==> config.mk <==
export PLATFORM = sky130hd
export DESIGN_NAME = eeg7_pkt_enc
export DESIGN_NICKNAME = d
export VERILOG_FILES = /design/src/rtl/eeg7_pkg.sv /design/src/rtl/eeg7_rst_sync.sv /design/src/rtl/eeg7_capture.sv /design/src/rtl/eeg7_seq.sv /design/src/rtl/eeg7_fmt.sv /design/src/rtl/eeg7_pkt_enc.sv
export SDC_FILE = /design/constraint.sdc
export NUM_CORES = 1
export LEC_CHECK = 0
export BUFFER_PORTS_ARGS = -buffer_cell sky130_fd_sc_hd__buf_2
export CORE_ASPECT_RATIO = 1.4
export CORE_MARGIN = 3
export CORE_UTILIZATION = 50
export CTS_CLUSTER_SIZE = 30
export DETAILED_ROUTE_END_ITERATION = 7
export GPL_TIMING_DRIVEN = 1
export PLACE_DENSITY = 0.77
export SLEW_MARGIN = 20
export SYNTH_ARGS = -nofsm -noshare
export SYNTH_HDL_FRONTEND = slang
export SYNTH_SLANG_ARGS = --single-unit
==> constraint.sdc <==
create_clock -name clk -period 2.4 [get_ports clk]
set_input_delay 0.48 -clock clk [delete_from_list [all_inputs] [get_ports clk]]
set_output_delay 0.48 -clock clk [all_outputs]
set_load 0.01 [all_outputs]
==> src/rtl/eeg7_pkg.sv <==
package eeg7_pkg;
  localparam int unsigned SMP_W   = 10;
  localparam int unsigned LOW_W   = 7;
  localparam int unsigned NCH     = 6;
  localparam int unsigned AUX_W   = 8;
  localparam int unsigned CNT_W   = 6;
  localparam int unsigned BYTE_W  = 8;

  function automatic int unsigned pkt_bytes(input int unsigned nch);
    return 2 + 3 * (nch / 2);
  endfunction
endpackage

==> src/rtl/eeg7_rst_sync.sv <==
module eeg7_rst_sync (
  input  logic clk,
  input  logic rst_n,
  output logic rst_n_o
);
  logic [1:0] sync_q;

  always_ff @(posedge clk or negedge rst_n) begin
    if (!rst_n) sync_q <= 2'b00;
    else        sync_q <= {sync_q[0], 1'b1};
  end

  assign rst_n_o = sync_q[1];
endmodule

==> src/rtl/eeg7_capture.sv <==
module eeg7_capture #(
  parameter int unsigned NCH   = eeg7_pkg::NCH,
  parameter int unsigned SMP_W = eeg7_pkg::SMP_W,
  parameter int unsigned AUX_W = eeg7_pkg::AUX_W
) (
  input  logic                 clk,
  input  logic                 rst_n,
  input  logic                 cap_en,
  input  logic [NCH*SMP_W-1:0] ch_i,
  input  logic [AUX_W-1:0]     aux_i,
  output logic [NCH*SMP_W-1:0] ch_q,
  output logic [AUX_W-1:0]     aux_q
);
  logic [NCH*SMP_W-1:0] ch_d;
  logic [AUX_W-1:0]     aux_d;

  always_comb begin
    ch_d  = ch_q;
    aux_d = aux_q;
    if (cap_en) begin
      ch_d  = ch_i;
      aux_d = aux_i;
    end
  end

  always_ff @(posedge clk or negedge rst_n) begin
    if (!rst_n) begin
      ch_q  <= '0;
      aux_q <= '0;
    end else begin
      ch_q  <= ch_d;
      aux_q <= aux_d;
    end
  end
endmodule

==> src/rtl/eeg7_seq.sv <==
module eeg7_seq #(
  parameter int unsigned PKT_BYTES = 11,
  parameter int unsigned CNT_W     = eeg7_pkg::CNT_W,
  localparam int unsigned IDX_W    = $clog2(PKT_BYTES)
) (
  input  logic             clk,
  input  logic             rst_n,
  input  logic             load_i,
  input  logic             out_ready_i,
  output logic             cap_en,
  output logic             valid_q,
  output logic [IDX_W-1:0] idx_q,
  output logic [CNT_W-1:0] cnt_q,
  output logic             overrun_q
);
  localparam logic [IDX_W-1:0] LAST_IDX = IDX_W'(PKT_BYTES - 1);

  logic             fire;
  logic             last_fire;
  logic             free;
  logic             valid_d;
  logic [IDX_W-1:0] idx_d;
  logic [CNT_W-1:0] cnt_d;
  logic             overrun_d;

  always_comb begin
    fire      = valid_q && out_ready_i;
    last_fire = fire && (idx_q == LAST_IDX);
    free      = !valid_q || last_fire;
    cap_en    = load_i && free;
    overrun_d = load_i && !free;

    valid_d = valid_q;
    if (cap_en)         valid_d = 1'b1;
    else if (last_fire) valid_d = 1'b0;

    idx_d = idx_q;
    if (cap_en || last_fire) idx_d = '0;
    else if (fire)           idx_d = idx_q + 1'b1;

    cnt_d = cnt_q;
    if (last_fire) cnt_d = cnt_q + 1'b1;
  end

  always_ff @(posedge clk or negedge rst_n) begin
    if (!rst_n) begin
      valid_q   <= 1'b0;
      idx_q     <= '0;
      cnt_q     <= '0;
      overrun_q <= 1'b0;
    end else begin
      valid_q   <= valid_d;
      idx_q     <= idx_d;
      cnt_q     <= cnt_d;
      overrun_q <= overrun_d;
    end
  end
endmodule

==> src/rtl/eeg7_fmt.sv <==
module eeg7_fmt #(
  parameter int unsigned NCH    = eeg7_pkg::NCH,
  parameter int unsigned SMP_W  = eeg7_pkg::SMP_W,
  parameter int unsigned LOW_W  = eeg7_pkg::LOW_W,
  parameter int unsigned AUX_W  = eeg7_pkg::AUX_W,
  parameter int unsigned CNT_W  = eeg7_pkg::CNT_W,
  parameter int unsigned BYTE_W = eeg7_pkg::BYTE_W,
  localparam int unsigned NPAIR     = NCH / 2,
  localparam int unsigned PKT_BYTES = 2 + 3 * NPAIR,
  localparam int unsigned IDX_W     = $clog2(PKT_BYTES)
) (
  input  logic [NCH*SMP_W-1:0] ch_i,
  input  logic [AUX_W-1:0]     aux_i,
  input  logic [CNT_W-1:0]     cnt_i,
  input  logic [IDX_W-1:0]     idx_i,
  input  logic                 valid_i,
  output logic [BYTE_W-1:0]    byte_o
);
  logic [BYTE_W-1:0] slot [PKT_BYTES];

  assign slot[0] = {1'b0, cnt_i, aux_i[AUX_W-1]};
  assign slot[1] = {1'b0, aux_i[AUX_W-2:0]};

  for (genvar p = 0; p < NPAIR; p++) begin : g_pair
    logic [SMP_W-1:0] first_s;
    logic [SMP_W-1:0] second_s;
    logic             sync_b;
    assign first_s  = ch_i[(2*p)*SMP_W +: SMP_W];
    assign second_s = ch_i[(2*p+1)*SMP_W +: SMP_W];
    assign sync_b   = (p == NPAIR - 1) ? 1'b1 : 1'b0;
    assign slot[2+3*p] = {1'b0, first_s[LOW_W-1:0]};
    assign slot[3+3*p] = {1'b0, second_s[LOW_W-1:0]};
    assign slot[4+3*p] = {sync_b, first_s[SMP_W-1:LOW_W], 1'b0,
                          second_s[SMP_W-1:LOW_W]};
  end

  always_comb begin
    byte_o = '0;
    for (int i = 0; i < PKT_BYTES; i++) begin
      if (valid_i && (idx_i == IDX_W'(i))) byte_o = slot[i];
    end
  end
endmodule

==> src/rtl/eeg7_pkt_enc.sv <==
module eeg7_pkt_enc #(
  parameter int unsigned NCH    = eeg7_pkg::NCH,
  parameter int unsigned SMP_W  = eeg7_pkg::SMP_W,
  parameter int unsigned LOW_W  = eeg7_pkg::LOW_W,
  parameter int unsigned AUX_W  = eeg7_pkg::AUX_W,
  parameter int unsigned CNT_W  = eeg7_pkg::CNT_W,
  parameter int unsigned BYTE_W = eeg7_pkg::BYTE_W
) (
  input  logic                 clk,
  input  logic                 rst_n,
  input  logic                 load_i,
  input  logic [NCH*SMP_W-1:0] ch_i,
  input  logic [AUX_W-1:0]     aux_i,
  input  logic                 out_ready_i,
  output logic [BYTE_W-1:0]    out_data_o,
  output logic                 out_valid_o,
  output logic                 overrun_o
);
  localparam int unsigned PKT_BYTES = eeg7_pkg::pkt_bytes(NCH);
  localparam int unsigned IDX_W     = $clog2(PKT_BYTES);

  logic                 rst_n_s;
  logic                 cap_en;
  logic                 valid_q;
  logic [IDX_W-1:0]     idx_q;
  logic [CNT_W-1:0]     cnt_q;
  logic [NCH*SMP_W-1:0] ch_q;
  logic [AUX_W-1:0]     aux_q;

  eeg7_rst_sync u_rst (
    .clk     (clk),
    .rst_n   (rst_n),
    .rst_n_o (rst_n_s)
  );

  eeg7_seq #(.PKT_BYTES(PKT_BYTES), .CNT_W(CNT_W)) u_seq (
    .clk         (clk),
    .rst_n       (rst_n_s),
    .load_i      (load_i),
    .out_ready_i (out_ready_i),
    .cap_en      (cap_en),
    .valid_q     (valid_q),
    .idx_q       (idx_q),
    .cnt_q       (cnt_q),
    .overrun_q   (overrun_o)
  );

  eeg7_capture #(.NCH(NCH), .SMP_W(SMP_W), .AUX_W(AUX_W)) u_cap (
    .clk    (clk),
    .rst_n  (rst_n_s),
    .cap_en (cap_en),
    .ch_i   (ch_i),
    .aux_i  (aux_i),
    .ch_q   (ch_q),
    .aux_q  (aux_q)
  );

  eeg7_fmt #(
    .NCH(NCH), .SMP_W(SMP_W), .LOW_W(LOW_W), .AUX_W(AUX_W),
    .CNT_W(CNT_W), .BYTE_W(BYTE_W)
  ) u_fmt (
    .ch_i    (ch_q),
    .aux_i   (aux_q),
    .cnt_i   (cnt_q),
    .idx_i   (idx_q),
    .valid_i (valid_q),
    .byte_o  (out_data_o)
  );

  assign out_valid_o = valid_q;
endmodule

==> implementation parameters <==
Parameter                              Value

Status
  Result of the run    finished, violations left
  Violations in the final reports    setup timing

Synth
  Commonest register cell after synthesis    dfrtp_1
  Avg Cell Area, Syn    ~11 um2
  Area of the mapped netlist    between 4000 and 5000 um2
  Number of flops mapped to enable cells by yosys    0
  Part of the Yosys area used for sequential elements    0.5045
  Number of different library cells in the post-synthesis netlist    54
  Ys Warns    0
  Share of flip-flops with an asynchronous set or reset after synthesis    1.000
  Library cell occupying the most area in the post-synthesis netlist    dfrtp_1
  Fraction of synthesized cell area taken by the top area cell type    0.5045
  Post-synthesis register bit count    approximately 80
  Synth top area cells    dfrtp_1 50%, mux2_2 17%, a21oi_1 3.9%
  Post-Synthesis Net Count    444
  Cells after Synth    ~370

Pwr
  Leakage power of the design    0.002344 uW
  Maximum vdd ir drop    approximately 950 uV
  Overall power after layout    6776 uW
  P per Cell Area    ~1300 nW/um2

Timing
  Unrepaired setup endpoints after global routing    true
  Min cycle time layout    about 2700 ps
  Post-route fraction of the period consumed by the critical path    1.106
  Final hold violation count    0
  Clock skew    11.64 ps
  Final Worst Setup Slack    -254.0 ps
  Number of failing setup endpoints in the final timing report    7
  Achievable clock frequency    0.3768 GHz
  Post-Route Setup TNS    -1500 ps
  Number of pins exceeding their max-slew limit in the final report    0
  Pin slew with the least headroom to its limit    1004 ps
  Remaining max-slew budget at the tightest pin    0.3308

Die
  Placeable core region    slightly below 8000 um2
  Y dimension of the die    around 110 um
  Overall die area    a little over 9000 um2
  Site row count    38
  Number of top-level design ports    a little over 80
  Width of the die    between 80 and 90 um
  Initial core utilization    0.5185

Detailed routing
  Post-route DRC    0
  Antenna-violating nets left    0
  Number of vias after detailed routing    3274
  Drt pass-1 iters    7
  Drt wl/cell    around 18 um
  Routed vias/inst    approximately 5.7
  Total routed wirelength    a little over 10000 um
  Drt first-iter violations    between 200 and 300

Layout
  Number of fill cells    between 600 and 700
  Number of nets in the layout    roughly 550
  Sequential cell area in the final layout    approximately 2100 um2
  Share of layout cells above drive strength 1    0.4906
  Antenna fix cells    0
  Final Non-Filler Cells    between 500 and 600
  Multi-input gate area in the final layout    ~2000 um2
  Area growth, synth to finish    27.44%

Setup path
  Endpoint kind of the worst setup timing path    output pin
  Slowest CP cell    dfrtp_2
  Ordered cell list for the critical path    buf_12 > ha_4 > buf_6 > a21oi_4 > nor2_1 > o32a_1 > a21oi_2 > o21ai_1 > buf_2
  Setup crit start kind    flop
  Critical Path AT    roughly 2200 ps
  Number of buffer and inverter stages on the critical path    3
  Peak fanout along the critical path    6
  Kind of cell with the highest combined delay on the critical path    compound AO/OA/AOI/OAI gates
  WS Path Type    reg2out
  Worst path max stage delay    around 450 ps
  Data required time of the worst path    roughly 1900 ps

Global route
  First-pass GRT wire length    ~16000 um
  Initial antenna violation count    0
  Largest net degree at the start of global routing    between 80 and 90
  Via count of the first global-routing pass    3350
  Leftover overflow at the end of global routing    0
  Global-route usage over all layers    0.2350

Min path
  Classification of the worst-slack hold path    in2reg

Placed design
  Worst slack at placement    5.204 ps
  HPWL after DPL    7559 um
  Cell count after placement    ~550
  Weighted congestion at the end of routability-driven global placement    0.8948
  Count of input and output buffers    between 80 and 90

Clocking
  Register clock-pin slew on the reported worst setup and hold paths    80 ps
  H-tree level count    3
  Inserted Clock Buffers    9
  Number of buffers on the longest clock path    2
  Clock tree root buffer cell    clkbuf_8
  CTS sink cnt    82
  Clock Latency Late Sink    between 300 and 400 ps
  CTS tree    done

Job
  Max-capacitance violation count    0
-- synth_stat cells (4+ instances only) --
cell      instances
nand4_1           4
ha_1              5
mux2_2           61
nand3_1          11
dfrtp_1          82
nor3_1            7
o221ai_1          4
nand2_1          24
buf_2             4
buf_4             6
clkbuf_1         12
inv_1            13
nor2_1           12
nand3b_1          4
o21ai_0          24
a21oi_1          32
nand2b_1          7
-- cell type report --
| cell class | instances | area share |
|---|---|---|
| repair buffers | 119 | 0.1446 |
| well taps | 100 | 0.02414 |
| multi-input cells | 246 | 0.3797 |
| inverters | 14 | 0.01159 |
| clock buffers | 9 | 0.02390 |
| clock inverters | 7 | 0.01907 |
| flip-flops and latches | 82 | 0.3971 |
-- worst reg2reg max path: cells and delay by family (launching register included) --
family                   cells  cell delay (ps)
flip-flops                   1              450
multiplexers                 1              400
adder cells (fa/ha/maj)      1              200
buffers and inverters        3              520
AND/OR/NAND/NOR              2              300
AO/OA/AOI/OAI                1              220
-- layout by cell type (no fill, tap or decap), drive strengths merged, types with 4 or more instances in the layout --
cell,Yosys,layout
a21oi,32,32
buf,13,118
clkbuf,12,9
dfrtp,82,82
ha,5,5
inv,14,16
mux2,61,61
nand2,25,25
nand2b,7,7
nand3,11,11
nand3b,4,4
nand4,5,5
nor2,12,12
nor3,7,7
o21ai,24,24
o221ai,4,4
-- per-stage QoR --
stage / cell area, um2 / hold slack [ps] / utilization
after floorplan: 4069 / 184.4 / -
after global placement: 4710 / 265.2 / 0.6003
after detailed placement: 4710 / 267.9 / 0.6003
after CTS: 5096 / 322.0 / 0.6496
after global routing: 5184 / 329.7 / 0.6608
final: 5184 / 333.8 / 0.6608
-- registers in the layout, indices dropped and copies added, names as in the netlist --
register,cells
u_rst.sync_q,2
u_cap.ch_q,60
u_seq.cnt_q,6
u_seq.idx_q,4
u_cap.aux_q,8
u_seq.valid_q,1
u_seq.overrun_q,1
-- logic make-up after synthesis --
group | count (synthesis) | share of synthesized area
compound gates | 88 | 0.1353
xor+xnor | 4 | 0.008614
fa+ha+maj | 5 | 0.01538
buf+inv | 39 | 0.04768
flops | 82 | 0.5045
mux | 61 | 0.1689
other cells | 1 | 0.0009219
simple gates | 87 | 0.1187
-- repair_timing --
item | 4_1_cts | 5_1_grt
pin swaps | 6 | 6
hold buffers | 1 | 0
setup endpoints to repair | 7 | 17
gates resized for setup | 28 | 21
buffers inserted | 5 | 3
hold endpoints to repair | 2 | 0
-- report_power, final --
group          internal, uW  leakage [uW]  switching [uW]
clock network           593      0.000110             516
registers              2000       0.00100             466
logic                  1620       0.00123            1580
total                  4220       0.00234            2560
-- worst paths after layout --
path	startpoint	end	slack, ps	depth (start not counted)
min in group asynchronous	rst_n	u_rst.sync_q[1]	420	2
setup / recovery	u_seq.idx_q[0]	out_data_o[1]	-250	9
hold / removal	ch_i[35]	u_cap.ch_q[35]	330	3
setup reg to reg	u_seq.idx_q[0]	u_cap.aux_q[4]	210	8
max in group asynchronous	u_rst.sync_q[1]	u_seq.idx_q[1]	1190	0
hold reg to reg	u_rst.sync_q[0]	u_rst.sync_q[1]	360	0
-- layer usage --
metal,part of all wire,track usage
met1,0.39,0.2942
met2,0.51,0.3790
met3,0.065,0.05732
met4,0.034,0.1053
met5,0,0
(Power assumes the default switching activity.)
